[config.mk]
export PLATFORM = sky130hd
export DESIGN_NAME = alu_flag_unit
export DESIGN_NICKNAME = d
export VERILOG_FILES = /design/src/rtl/alu_flag_pkg.sv /design/src/rtl/alu_add_lanes.sv /design/src/rtl/alu_parity.sv /design/src/rtl/alu_cond_eval.sv /design/src/rtl/alu_flag_unit.sv
export SDC_FILE = /design/constraint.sdc
export NUM_CORES = 1
export LEC_CHECK = 0
export BUFFER_PORTS_ARGS = -buffer_cell sky130_fd_sc_hd__buf_2
export CAP_MARGIN = 30
export CORE_MARGIN = 2
export CORE_UTILIZATION = 63
export DETAILED_ROUTE_END_ITERATION = 10
export HOLD_SLACK_MARGIN = 0.05
export PLACE_DENSITY = 0.9
export SLEW_MARGIN = 40
export SYNTH_ARGS = -nofsm -noshare
export SYNTH_HDL_FRONTEND = slang
export SYNTH_SLANG_ARGS = --single-unit
[constraint.sdc]
create_clock -name clk_i -period 5.77 [get_ports clk_i]
set_input_delay 0.577 -clock clk_i [delete_from_list [all_inputs] [get_ports clk_i]]
set_output_delay 0.577 -clock clk_i [all_outputs]
set_load 0.02 [all_outputs]
[src/rtl/alu_flag_pkg.sv]
package alu_flag_pkg;
  localparam int NFLAG = 6;
  localparam int FL_C = 0;
  localparam int FL_N = 1;
  localparam int FL_V = 2;
  localparam int FL_H = 3;
  localparam int FL_Z = 4;
  localparam int FL_S = 5;

  typedef enum logic [2:0] {
    OP_ADD = 3'd0,
    OP_ADC = 3'd1,
    OP_SUB = 3'd2,
    OP_SBC = 3'd3,
    OP_PAR = 3'd4
  } alu_op_e;
endpackage

[src/rtl/alu_add_lanes.sv]
module alu_add_lanes #(
  parameter int DW = 32
) (
  input  logic          sub_i,
  input  logic          cin_i,
  input  logic [1:0]    size_i,
  input  logic [DW-1:0] a_i,
  input  logic [DW-1:0] b_i,
  output logic [DW-1:0] res_o,
  output logic          s_o,
  output logic          z_o,
  output logic          h_o,
  output logic          v_o,
  output logic          c_o
);
  localparam int NLANE = $clog2(DW / 8) + 1;

  logic [DW-1:0] lane_res [NLANE];
  logic          lane_s   [NLANE];
  logic          lane_h   [NLANE];
  logic          lane_v   [NLANE];
  logic          lane_c   [NLANE];

  for (genvar k = 0; k < NLANE; k++) begin : g_lane
    localparam int LW = 8 << k;
    logic [LW:0] ext;
    logic [4:0]  nib;
    logic        a_msb, b_msb, r_msb;

    always_comb begin
      if (sub_i) begin
        ext = {1'b0, a_i[LW-1:0]} - {1'b0, b_i[LW-1:0]} - {{LW{1'b0}}, cin_i};
        nib = {1'b0, a_i[3:0]} - {1'b0, b_i[3:0]} - {4'd0, cin_i};
      end else begin
        ext = {1'b0, a_i[LW-1:0]} + {1'b0, b_i[LW-1:0]} + {{LW{1'b0}}, cin_i};
        nib = {1'b0, a_i[3:0]} + {1'b0, b_i[3:0]} + {4'd0, cin_i};
      end
    end

    assign a_msb       = a_i[LW-1];
    assign b_msb       = b_i[LW-1];
    assign r_msb       = ext[LW-1];
    assign lane_res[k] = DW'(ext[LW-1:0]);
    assign lane_s[k]   = r_msb;
    assign lane_h[k]   = nib[4];
    assign lane_c[k]   = ext[LW];
    // add: equal operand signs flip; sub: differing signs, result leaves dst sign
    assign lane_v[k]   = (sub_i ? (a_msb != b_msb) : (a_msb == b_msb)) && (r_msb != a_msb);
  end

  logic [1:0] sel;
  assign sel = (int'(size_i) >= NLANE - 1) ? 2'(NLANE - 1) : size_i;

  assign res_o = lane_res[sel];
  assign s_o   = lane_s[sel];
  assign z_o   = (lane_res[sel] == '0);
  assign h_o   = lane_h[sel];
  assign v_o   = lane_v[sel];
  assign c_o   = lane_c[sel];
endmodule

[src/rtl/alu_parity.sv]
module alu_parity #(
  parameter int DW = 32
) (
  input  logic [1:0]    size_i,
  input  logic [DW-1:0] a_i,
  output logic [DW-1:0] val_o,
  output logic          even_o
);
  localparam int NLANE = $clog2(DW / 8) + 1;

  logic [DW-1:0] lane_val  [NLANE];
  logic          lane_even [NLANE];

  for (genvar k = 0; k < NLANE; k++) begin : g_lane
    localparam int LW = 8 << k;
    assign lane_val[k]  = DW'(a_i[LW-1:0]);
    assign lane_even[k] = ~^a_i[LW-1:0];
  end

  logic [1:0] sel;
  assign sel    = (int'(size_i) >= NLANE - 1) ? 2'(NLANE - 1) : size_i;
  assign val_o  = lane_val[sel];
  assign even_o = lane_even[sel];
endmodule

[src/rtl/alu_cond_eval.sv]
module alu_cond_eval
  import alu_flag_pkg::*;
(
  input  logic [3:0]       cc_i,
  input  logic [NFLAG-1:0] flags_i,
  output logic             take_o
);
  logic s, z, v, c, base;
  assign s = flags_i[FL_S];
  assign z = flags_i[FL_Z];
  assign v = flags_i[FL_V];
  assign c = flags_i[FL_C];

  always_comb begin
    unique case (cc_i[2:0])
      3'd0:    base = 1'b0;
      3'd1:    base = s ^ v;
      3'd2:    base = z | (s ^ v);
      3'd3:    base = c | z;
      3'd4:    base = v;
      3'd5:    base = s;
      3'd6:    base = z;
      default: base = c;
    endcase
  end

  assign take_o = base ^ cc_i[3];
endmodule

[src/rtl/alu_flag_unit.sv]
module alu_flag_unit
  import alu_flag_pkg::*;
#(
  parameter int DW = 32
) (
  input  logic             clk_i,
  input  logic             rst_ni,
  input  logic             valid_i,
  input  logic [2:0]       op_i,
  input  logic [1:0]       size_i,
  input  logic [DW-1:0]    a_i,
  input  logic [DW-1:0]    b_i,
  input  logic [3:0]       cc_i,
  output logic [DW-1:0]    result_o,
  output logic [NFLAG-1:0] flags_o,
  output logic             take_o
);
  logic [NFLAG-1:0] flag_q, nf, we;
  logic is_arith, is_par, is_long, cin;
  logic [DW-1:0] add_res, par_val;
  logic s, z, h, v, c, even;

  assign is_arith = ~op_i[2];
  assign is_par   = (op_i == OP_PAR);
  assign is_long  = size_i[1];
  assign cin      = flag_q[FL_C] & op_i[0];

  alu_add_lanes #(.DW(DW)) u_add (
    .sub_i(op_i[1]), .cin_i(cin), .size_i(size_i), .a_i(a_i), .b_i(b_i),
    .res_o(add_res), .s_o(s), .z_o(z), .h_o(h), .v_o(v), .c_o(c)
  );

  alu_parity #(.DW(DW)) u_par (
    .size_i(size_i), .a_i(a_i), .val_o(par_val), .even_o(even)
  );

  alu_cond_eval u_cc (
    .cc_i(cc_i), .flags_i(flag_q), .take_o(take_o)
  );

  always_comb begin
    nf        = '0;
    nf[FL_S]  = s;
    nf[FL_Z]  = z;
    nf[FL_H]  = h;
    nf[FL_V]  = is_par ? even : v;
    nf[FL_N]  = op_i[1];
    nf[FL_C]  = c;
    we        = '0;
    if (is_arith) begin
      we       = '1;
      we[FL_H] = ~is_long;
    end else if (is_par) begin
      we[FL_V] = ~is_long;
    end
  end

  always_ff @(posedge clk_i or negedge rst_ni) begin
    if (!rst_ni)      flag_q <= '0;
    else if (valid_i) flag_q <= (nf & we) | (flag_q & ~we);
  end

  assign result_o = is_arith ? add_res : (is_par ? par_val : '0);
  assign flags_o  = flag_q;
endmodule

==> impl_metrics.toml, run 1 <==
[outcome]
status = "complete, no violations"

[detailed_routing]
dr.pass1.iters = 6
drc = 0
routed_via_density = 6.38
ant_nets = 0
wirelength_microns = 18300
route.vias.total = 6739
wl_per_cell_microns = 17.4
drt_iter0_markers = 490

[cells_and_area]
areaGrowthSynthToFinish_pct = 11.8
diodes = 0
final_nets = 1121
fillers = 841
fin_cells = 1057
drive_gt1_share_pct = 15.6

[global_route]
antenna_found_initial = 0
use_met3_pct = 2.37
globalRouteOverflowTotal = 0
busiest_layer = "met2"
met1_usage_pct = 45.6
grt_max_degree = 57
grt_util_all_layers_pct = 35.0
grt_pass1_vias = 6136
grtUsageMet2_pct = 62.7
grt_pass1_wl_microns = 29100

[worst_setup_path]
startpoint_type = "register"
critPathMaxFanout = 5
reg2reg_depth = 16
end_kind = "primary output"
worstPathArrival_ps = 4130
critPathRequiredTime_ps = 5190
critPathKind = "reg -> out"

[timing]
min_period_ps = 4710
rsz0062_at_grt = "no"
setup_viol = 0
setup_tns_ps = 0
fin_crit_sh_pct = 81.6
tightest_slew_ps = 793
fin_ws_ps = 1060
finalHoldViolations = 0
max_freq_ghz = 0.212
drv_slew = 0
relSlewSlack_pct = 47.1
skew_ps = 3.23

[floorplan]
start_util_pct = 63.8
ioPinCount = 115
core-area_sq_um = 9110
dieArea_sq_um = 10000
num_rows = 35
chipWidth_microns = 100
die_h_microns = 100

[power]
finalPower_uw = 1050
power_density_nw_per_um2 = 162
ir_worst_vdd_uv = 84.0
leakage_uw = 0.00315

[place]
dp_cells = 1054
place_ws_ps = 1170
dp_hpwl_microns = 14900
globalplace.congestion = 1.01
portBuffers = 114

[clocking]
ctsResizeCount = 0
postCtsHoldBufs = 0
numCtsBuffers = 3
postCtsSetupBuffers = 0
cts_sinks = 6
clk_latency_ps = 230
h-tree-depth = 1
cts_tree = "yes"
root_buffer = "clkbuf_8"
clk_path_buf_depth = 2
clk_pin_slew_worst_paths_ps = 40

[synth]
synth_ff_type = "dfrtp_1"
syn_inst = 852
yosysUniqueCellTypes = 87
synth_edf_count = 0
syn_nets = 1025
syn_area_sq_um = 5820
async_flop_share_pct = 100
ys_ff_latch = 6
yosys_warnings = 0
ys_seq_area_share_pct = 2.58
syn_avg_cell_area_sq_um = 6.83

[min_path]
min_path_type = "in -> async"

[run]
maxCapViolations = 0
metal layers:
layer  share of wire (%)  vias up
li1                    -     3265
met1                  41     3089
met2                  49      339
met3                 7.9       46
met4                 2.4        0
met5                   0        -
stage by stage:
| step | hold slack (ps) | instance area, sq um | util, % |
|---|---|---|---|
| after floorplan | 281 | 5820 | - |
| after global placement | 407 | 6460 | 70.9 |
| after detailed placement | 405 | 6460 | 70.9 |
| after CTS | 170 | 6500 | 71.4 |
| after global routing | 170 | 6500 | 71.4 |
| final | 170 | 6500 | 71.4 |
cell type report:
cell class	instances	area, sq um	share of cell area [%]
clock buffers	3	41.3	0.635
multi-input cells	711	5160	79.4
inverters	107	402	6.18
flip-flops and latches	6	150	2.31
well taps	111	139	2.14
repair buffers	119	608	9.36
report_power, final:
part           switching (uW)  internal, uW
Clock                    19.1          44.9
Combinational             563           366
Sequential               8.26          49.4
Total                     591           461
cell usage after synthesis (7+ instances only):
| cell type | count | share of area [%] |
|---|---|---|
| a21oi_1 | 62 | 5.3 |
| or3_1 | 9 | 0.97 |
| nor4_1 | 10 | 1.1 |
| clkbuf_1 | 25 | 1.6 |
| nor2_1 | 67 | 4.3 |
| o21a_1 | 10 | 1.3 |
| nor3_1 | 21 | 1.8 |
| o21ai_0 | 66 | 5.7 |
| xor2_1 | 13 | 2.0 |
| xnor2_1 | 47 | 7.1 |
| a31oi_1 | 7 | 0.75 |
| ha_1 | 93 | 20 |
| and3_1 | 8 | 0.86 |
| nand2_1 | 74 | 4.8 |
| o31ai_1 | 7 | 0.90 |
| a21o_1 | 11 | 1.4 |
| inv_1 | 105 | 6.8 |
| nand2b_1 | 8 | 0.86 |
| nor2b_1 | 14 | 1.5 |
| nand4_1 | 9 | 0.97 |
| nand3_1 | 27 | 2.3 |
| o211ai_1 | 11 | 1.4 |
| mux2i_1 | 12 | 2.1 |
cells by family (layout without fill, tap and decap cells):
logic type	count (synthesis)	count (layout)	share of synthesized area, %
XOR/XNOR	60	60	9.04
AO/OA/AOI/OAI	261	261	31.3
adder cells (fa/ha/maj)	97	97	21.4
buffers and inverters	135	229	8.73
AND/OR/NAND/NOR	277	277	23.8
multiplexers	16	16	3.10
flip-flops	6	6	2.58
layout by cell type (no fill, tap or decap), types with 5 or more instances in the layout:
cell and instances:
o31ai_1 7, nand4_1 9, o21ai_0 66, nand2_1 74
nor2_1 66, nor2b_1 14, a21o_1 11, a21oi_1 62
xnor2_1 47, xor2_1 13, a31oi_1 7, mux2i_1 12
buf_4 5, nor4_1 10, a22o_1 5, ha_1 93
buf_2 114, o21bai_1 6, and3_1 8, inv_1 105
nand2b_1 8, a211oi_1 5, o211ai_1 11, dfrtp_1 6
nor3_1 21, o22ai_1 5, o21a_1 10, nand3_1 27
or3_1 9
worst paths after layout:
| check | end | start | slack, ps |
|---|---|---|---|
| worst max register to register | register | register | 1620 |
| worst min-delay path | asynchronous set/reset pin | rst_ni | 170 |
| worst min register to register | register | register | 490 |
| worst max-delay path | result_o[28] | register | 1060 |
| max in group asynchronous | asynchronous set/reset pin | rst_ni | 5450 |
| min in group clk_i | register | register | 490 |
worst max-delay path, stage by stage (launching register included):
cell and delay [ps]:
dfrtp_1 420, nand2_1 120, inv_1 90, fa_1 210
inv_1 70, fa_1 380, nor2_1 170, o311a_1 280
o21a_1 230, a211o_1 240, nand2_1 150, o41ai_2 560
a221oi_1 200, mux2i_1 200, o2111ai_1 180, o21ai_0 220
buf_2 190
Note: power is estimated with default switching activity, not from simulation.
==> run 2: changes to the inputs <==
--- a/config.mk
+++ b/config.mk
@@ -8,10 +8,10 @@
 export BUFFER_PORTS_ARGS = -buffer_cell sky130_fd_sc_hd__buf_2
 export CAP_MARGIN = 30
 export CORE_MARGIN = 2
-export CORE_UTILIZATION = 63
+export CORE_UTILIZATION = 59
 export DETAILED_ROUTE_END_ITERATION = 10
 export HOLD_SLACK_MARGIN = 0.05
-export PLACE_DENSITY = 0.9
+export PLACE_DENSITY = 0.85
 export SLEW_MARGIN = 40
 export SYNTH_ARGS = -nofsm -noshare
 export SYNTH_HDL_FRONTEND = slang
==> constraint.sdc (replaced) <==
create_clock -name clk_i -period 4.8 [get_ports clk_i]
set_input_delay 0.48 -clock clk_i [delete_from_list [all_inputs] [get_ports clk_i]]
set_output_delay 0.48 -clock clk_i [all_outputs]
set_load 0.02 [all_outputs]
==> run 2 against run 1 <==
Power increased by 21%. Die area increased by 6.5%. Cell count increased by 2.5%. Critical endpoint unchanged. Highest routed layer unchanged.
==> impl_metrics.toml, run 2 (synthesis gave the netlist of run 1 again) <==
[worst_setup_path]
critPathKind = "reg -> out"
end_kind = "primary output"
crit_chain = "nand2_1 -> inv_1 -> fa_1 -> inv_1 -> fa_1 -> nor2_1 -> o311a_1 -> o21a_1 -> a211o_1 -> nand2_1 -> o41ai_2 -> buf_4 -> a221oi_1 -> mux2i_1 -> o2111ai_1 -> o21ai_0 -> buf_2"
worstPathArrival_ps = 3990
path_delay_family = "compound AO/OA/AOI/OAI gates"
critPathMaxFanout = 5
critPathRequiredTime_ps = 4320
critPathSlowestCell = "dfrtp_1"
worst-path-buf-inv = 4
max_stage_delay_ps = 410
startpoint_type = "register"

[timing]
whs_ps = 76.8
setup_tns_ps = 0
finalHoldViolations = 0
drv_slew = 0
setup_viol = 0
rsz0062_at_grt = "no"
min_period_ps = 4470
max_freq_ghz = 0.223
fin_crit_sh_pct = 93.2
tightest_slew_ps = 731
relSlewSlack_pct = 51.0
skew_ps = 2.23

[cells_and_area]
drive_gt1_share_pct = 16.0
final_common_cell = "buf_2"
mostFrequentLayoutCells = "114 x buf_2, 105 x inv_1, 93 x ha_1"
diodes = 0
fillers = 863
final_nets = 1125
area.sequential_sq_um = 150
multi_input_area_sq_um = 5160
areaGrowthSynthToFinish_pct = 12.8

[run]
maxCapViolations = 0

[power]
power_density_nw_per_um2 = 195
leakage_uw = 0.00317
ir_worst_vdd_uv = 109

[global_route]
grt_pass1_wl_microns = 29000
grt_util_all_layers_pct = 33.4
grt_max_degree = 57
globalRouteOverflowTotal = 0
antenna_found_initial = 0
grt_pass1_vias = 6231

[clocking]
root_buffer = "clkbuf_8"
clk_path_buf_depth = 2
numCtsBuffers = 3
postCtsHoldBufs = 0
h-tree-depth = 1
clk_latency_ps = 230
clk_pin_slew_worst_paths_ps = 40
cts_sinks = 6
cts_tree = "yes"
postCtsSetupBuffers = 0
ctsResizeCount = 0

[floorplan]
start_util_pct = 60.1
ioPinCount = 115
die_h_microns = 103
core-area_sq_um = 9680
dieArea_sq_um = 10700
num_rows = 36
chipWidth_microns = 103

[detailed_routing]
wl_met1_microns = 7760
top_layer = "met4"
wl_met3_microns = 1450
drt_iter0_markers = 540
ant_nets = 0
routed_via_density = 6.25
drc = 0
route.vias.total = 6769
wirelength_microns = 18300
dr.pass1.iters = 6
wl_per_cell_microns = 16.9
wl_met2_microns = 8300

[place]
dp_hpwl_microns = 14700
globalplace.congestion = 0.983
portBuffers = 114

[min_path]
min_path_type = "in -> async"

[outcome]
status = "complete, no violations"
-- run 2: per-stage QoR --
stage / area, sq um / total power [uW] / worst slack (ps) / cells / utilization (%)
floorplan: 5820 / 874 / 831 / 852 / -
global placement: 6510 / 1150 / 502 / 1080 / 67.3
detailed placement: 6520 / 1160 / 446 / 1080 / 67.3
CTS: 6560 / 1250 / 369 / 1083 / 67.7
global route: 6560 / 1380 / 25.8 / 1083 / 67.7
finish: 6560 / 1280 / 325 / 1083 / 67.7
-- run 2: layer usage --
layer	vias up	global-route usage (%)
li1	3271	-
met1	3068	43.4
met2	364	56.9
met3	66	3.09
met4	0	13.6
met5	-	0
-- run 2: final cells by class --
class / instances / share of cell area, %
clock buffer: 3 / 0.630
inverter: 107 / 6.12
multi-input combinational: 711 / 78.7
sequential: 6 / 2.29
tap: 133 / 2.54
timing repair buffer: 123 / 9.73
-- run 2: path summary, 6_finish.rpt --
path	startpoint	endpoint	slack (ps)	cells after the start
max	register	result_o[28]	330	17
min	rst_ni	asynchronous set/reset pin	80	1
max reg2reg	register	register	800	16
min reg2reg	register	register	470	2
max in group asynchronous	rst_ni	asynchronous set/reset pin	4570	1
min in group clk_i	register	register	470	2
-- run 2: where the power goes --
part           switching (uW)  internal [uW]
logic                     680            448
registers                10.4           59.4
clock network            24.8           54.2
total                     715            562
==> run 3: changes to the inputs <==
--- a/config.mk
+++ b/config.mk
@@ -11,8 +11,9 @@
 export CORE_UTILIZATION = 59
 export DETAILED_ROUTE_END_ITERATION = 10
 export HOLD_SLACK_MARGIN = 0.05
-export PLACE_DENSITY = 0.85
+export PLACE_DENSITY = 0.84
 export SLEW_MARGIN = 40
 export SYNTH_ARGS = -nofsm -noshare
 export SYNTH_HDL_FRONTEND = slang
+export SYNTH_HIERARCHICAL = 1
 export SYNTH_SLANG_ARGS = --single-unit
==> run 3 against run 2 <==
Via count increased by 0.44%. Non-clock buffer count decreased by 2. Cell count rose by 4.5%. Critical endpoint is now result_o[17]. Largest cell class unchanged. Largest power group unchanged.
==> impl_metrics.toml, run 3 <==
[timing]
drv_slew = 0
finalHoldViolations = 0
setup_tns_ps = 0
min_period_ps = 4640
fin_crit_sh_pct = 96.6
rsz0062_at_grt = "no"
skew_ps = 2.55
relSlewSlack_pct = 53.8
setup_viol = 0
whs_ps = 65.3
max_freq_ghz = 0.216
tightest_slew_ps = 692

[cells_and_area]
final_util_pct = 66.9
drive_gt1_share_pct = 16.1
mostFrequentLayoutCells = "141 x inv_1, 113 x buf_2, 101 x nand2_1"
area.sequential_sq_um = 150
final_nets = 1171
fillers = 950
multi_input_area_sq_um = 5260
areaGrowthSynthToFinish_pct = 11.8
final_common_cell = "inv_1"
diodes = 0

[floorplan]
num_rows = 37
chipWidth_microns = 105
die_h_microns = 105
dieArea_sq_um = 11100
core-area_sq_um = 10100
ioPinCount = 115
start_util_pct = 59.9

[outcome]
status = "complete, no violations"

[power]
leakage_uw = 0.00331
power_density_nw_per_um2 = 198
ir_worst_vdd_uv = 110

[global_route]
grt_pass1_vias = 6349
grt_util_all_layers_pct = 32.7
grt_max_degree = 50
antenna_found_initial = 0
globalRouteOverflowTotal = 0
grt_pass1_wl_microns = 30300

[place]
dp_hpwl_microns = 15300
portBuffers = 114
globalplace.congestion = 1.05

[clocking]
cts_tree = "yes"
clk_latency_ps = 230
cts_sinks = 6
h-tree-depth = 1
root_buffer = "clkbuf_8"
numCtsBuffers = 3
postCtsHoldBufs = 0
clk_pin_slew_worst_paths_ps = 40
clk_path_buf_depth = 2

[detailed_routing]
dr.pass1.iters = 5
routed_via_density = 6.01
wirelength_microns = 18800
ant_nets = 0
drc = 0
wl_per_cell_microns = 16.6
route.vias.total = 6799
drt_iter0_markers = 538

[synth]
async_flop_share_pct = 100
syn_area_sq_um = 6070
netlist_top_cells_count = "141 x inv_1, 101 x nand2_1, 93 x ha_1"
syn_nets = 1078
yosysUniqueCellTypes = 85
yosys_warnings = 6
synth_top_area_share_pct = 19.2
ys_seq_area_share_pct = 2.47
ys_ff_latch = 6
synth_area_leader_cell = "ha_1"
synth.most_common_cell = "inv_1"
synth_area_leaders = "ha_1 19%, xnor2_1 9.8%, inv_1 8.7%, nand2_1 6.2%, a21oi_1 5.1%"
synth_edf_count = 0
syn_avg_cell_area_sq_um = 6.71
syn_inst = 905
synth_ff_type = "dfrtp_1"

[worst_setup_path]
critPathKind = "reg -> out"
end_kind = "primary output"
critPathRequiredTime_ps = 4320
worstPathArrival_ps = 4160
startpoint_type = "register"
critPathMaxFanout = 5

[min_path]
min_path_type = "in -> async"

[run]
maxCapViolations = 0
-- run 3: cell types whose count changed in the layout (fill, tap and decap cells not counted), sizes merged, moves of 5 or more --
cell     before  now
nor2         68   45
nand3        27   18
mux2i        12    7
xnor2        47   68
nor3         22   12
or2           2    7
nand2        74  101
o2111ai       3    8
and2          4   19
a22o          5    0
inv         105  141
-- run 3: metrics by stage --
stage,setup slack [ps],power (uW),std cells,area (sq um)
floorplan,502,922,905,6070
global placement,330,1210,1129,6710
detailed placement,219,1220,1129,6710
CTS,174,1310,1132,6760
global route,2.75,1450,1132,6780
finish,161,1350,1132,6780
-- run 3: metal layers --
metal | share of wire [%] | GRT usage (%) | routed length [microns]
met3 | 7.2 | 2.54 | 1360
met1 | 44 | 43.5 | 8290
met4 | 2.8 | 10.1 | 536
met5 | 0 | 0 | 0
met2 | 46 | 56.0 | 8660
-- run 3: where the power goes --
| part | switching (uW) | total [uW] | internal [uW] | leakage [uW] |
|---|---|---|---|---|
| Clock | 26.4 | 80.7 | 54.3 | 0.0000216 |
| Combinational | 713 | 1190 | 481 | 0.00321 |
| Sequential | 10.4 | 70.6 | 60.3 | 0.0000750 |
| Total | 750 | 1350 | 596 | 0.00331 |
-- run 3: cell type report --
class	instances	area share, %
multi-input combinational	724	77.6
timing repair buffer	121	9.22
inverter	142	7.86
tap	136	2.51
sequential	6	2.21
clock buffer	3	0.609
-- run 3: worst paths after layout --
check	endpoint	start	depth (start not counted)	slack, ps
worst max-delay path	result_o[17]	register	13	160
worst max register to register	register	register	18	190
min in group clk_i	register	register	2	500
max in group asynchronous	asynchronous set/reset pin	rst_ni	1	4590
worst min register to register	register	register	2	500
worst min-delay path	asynchronous set/reset pin	rst_ni	1	70
-- run 3: repair_timing --
action	in CTS	in global routing
setup endpoints to repair	0	4
buffers inserted	0	0
resized for setup	0	6
-- run 3: cell families after synthesis --
family                   Yosys count  synth area share (%)
AND/OR/NAND/NOR                  280                  23.7
AO/OA/AOI/OAI                    247                  26.8
buffers and inverters            175                  11.2
adder cells (fa/ha/maj)           97                  20.5
XOR/XNOR                          85                  12.5
multiplexers                      15                  2.82
flip-flops                         6                  2.47
-- run 3: worst max-delay path, cell delays in order (launching register included) --
cell and delay, ps:
dfrtp_1 430, and2_1 210, fa_1 400, and3b_1 210
o311ai_1 350, nand3_1 290, or4b_4 580, a31oi_4 210
o31ai_1 110, xnor2_1 150, a211oi_1 420, inv_1 70
o21ai_0 270, buf_2 230
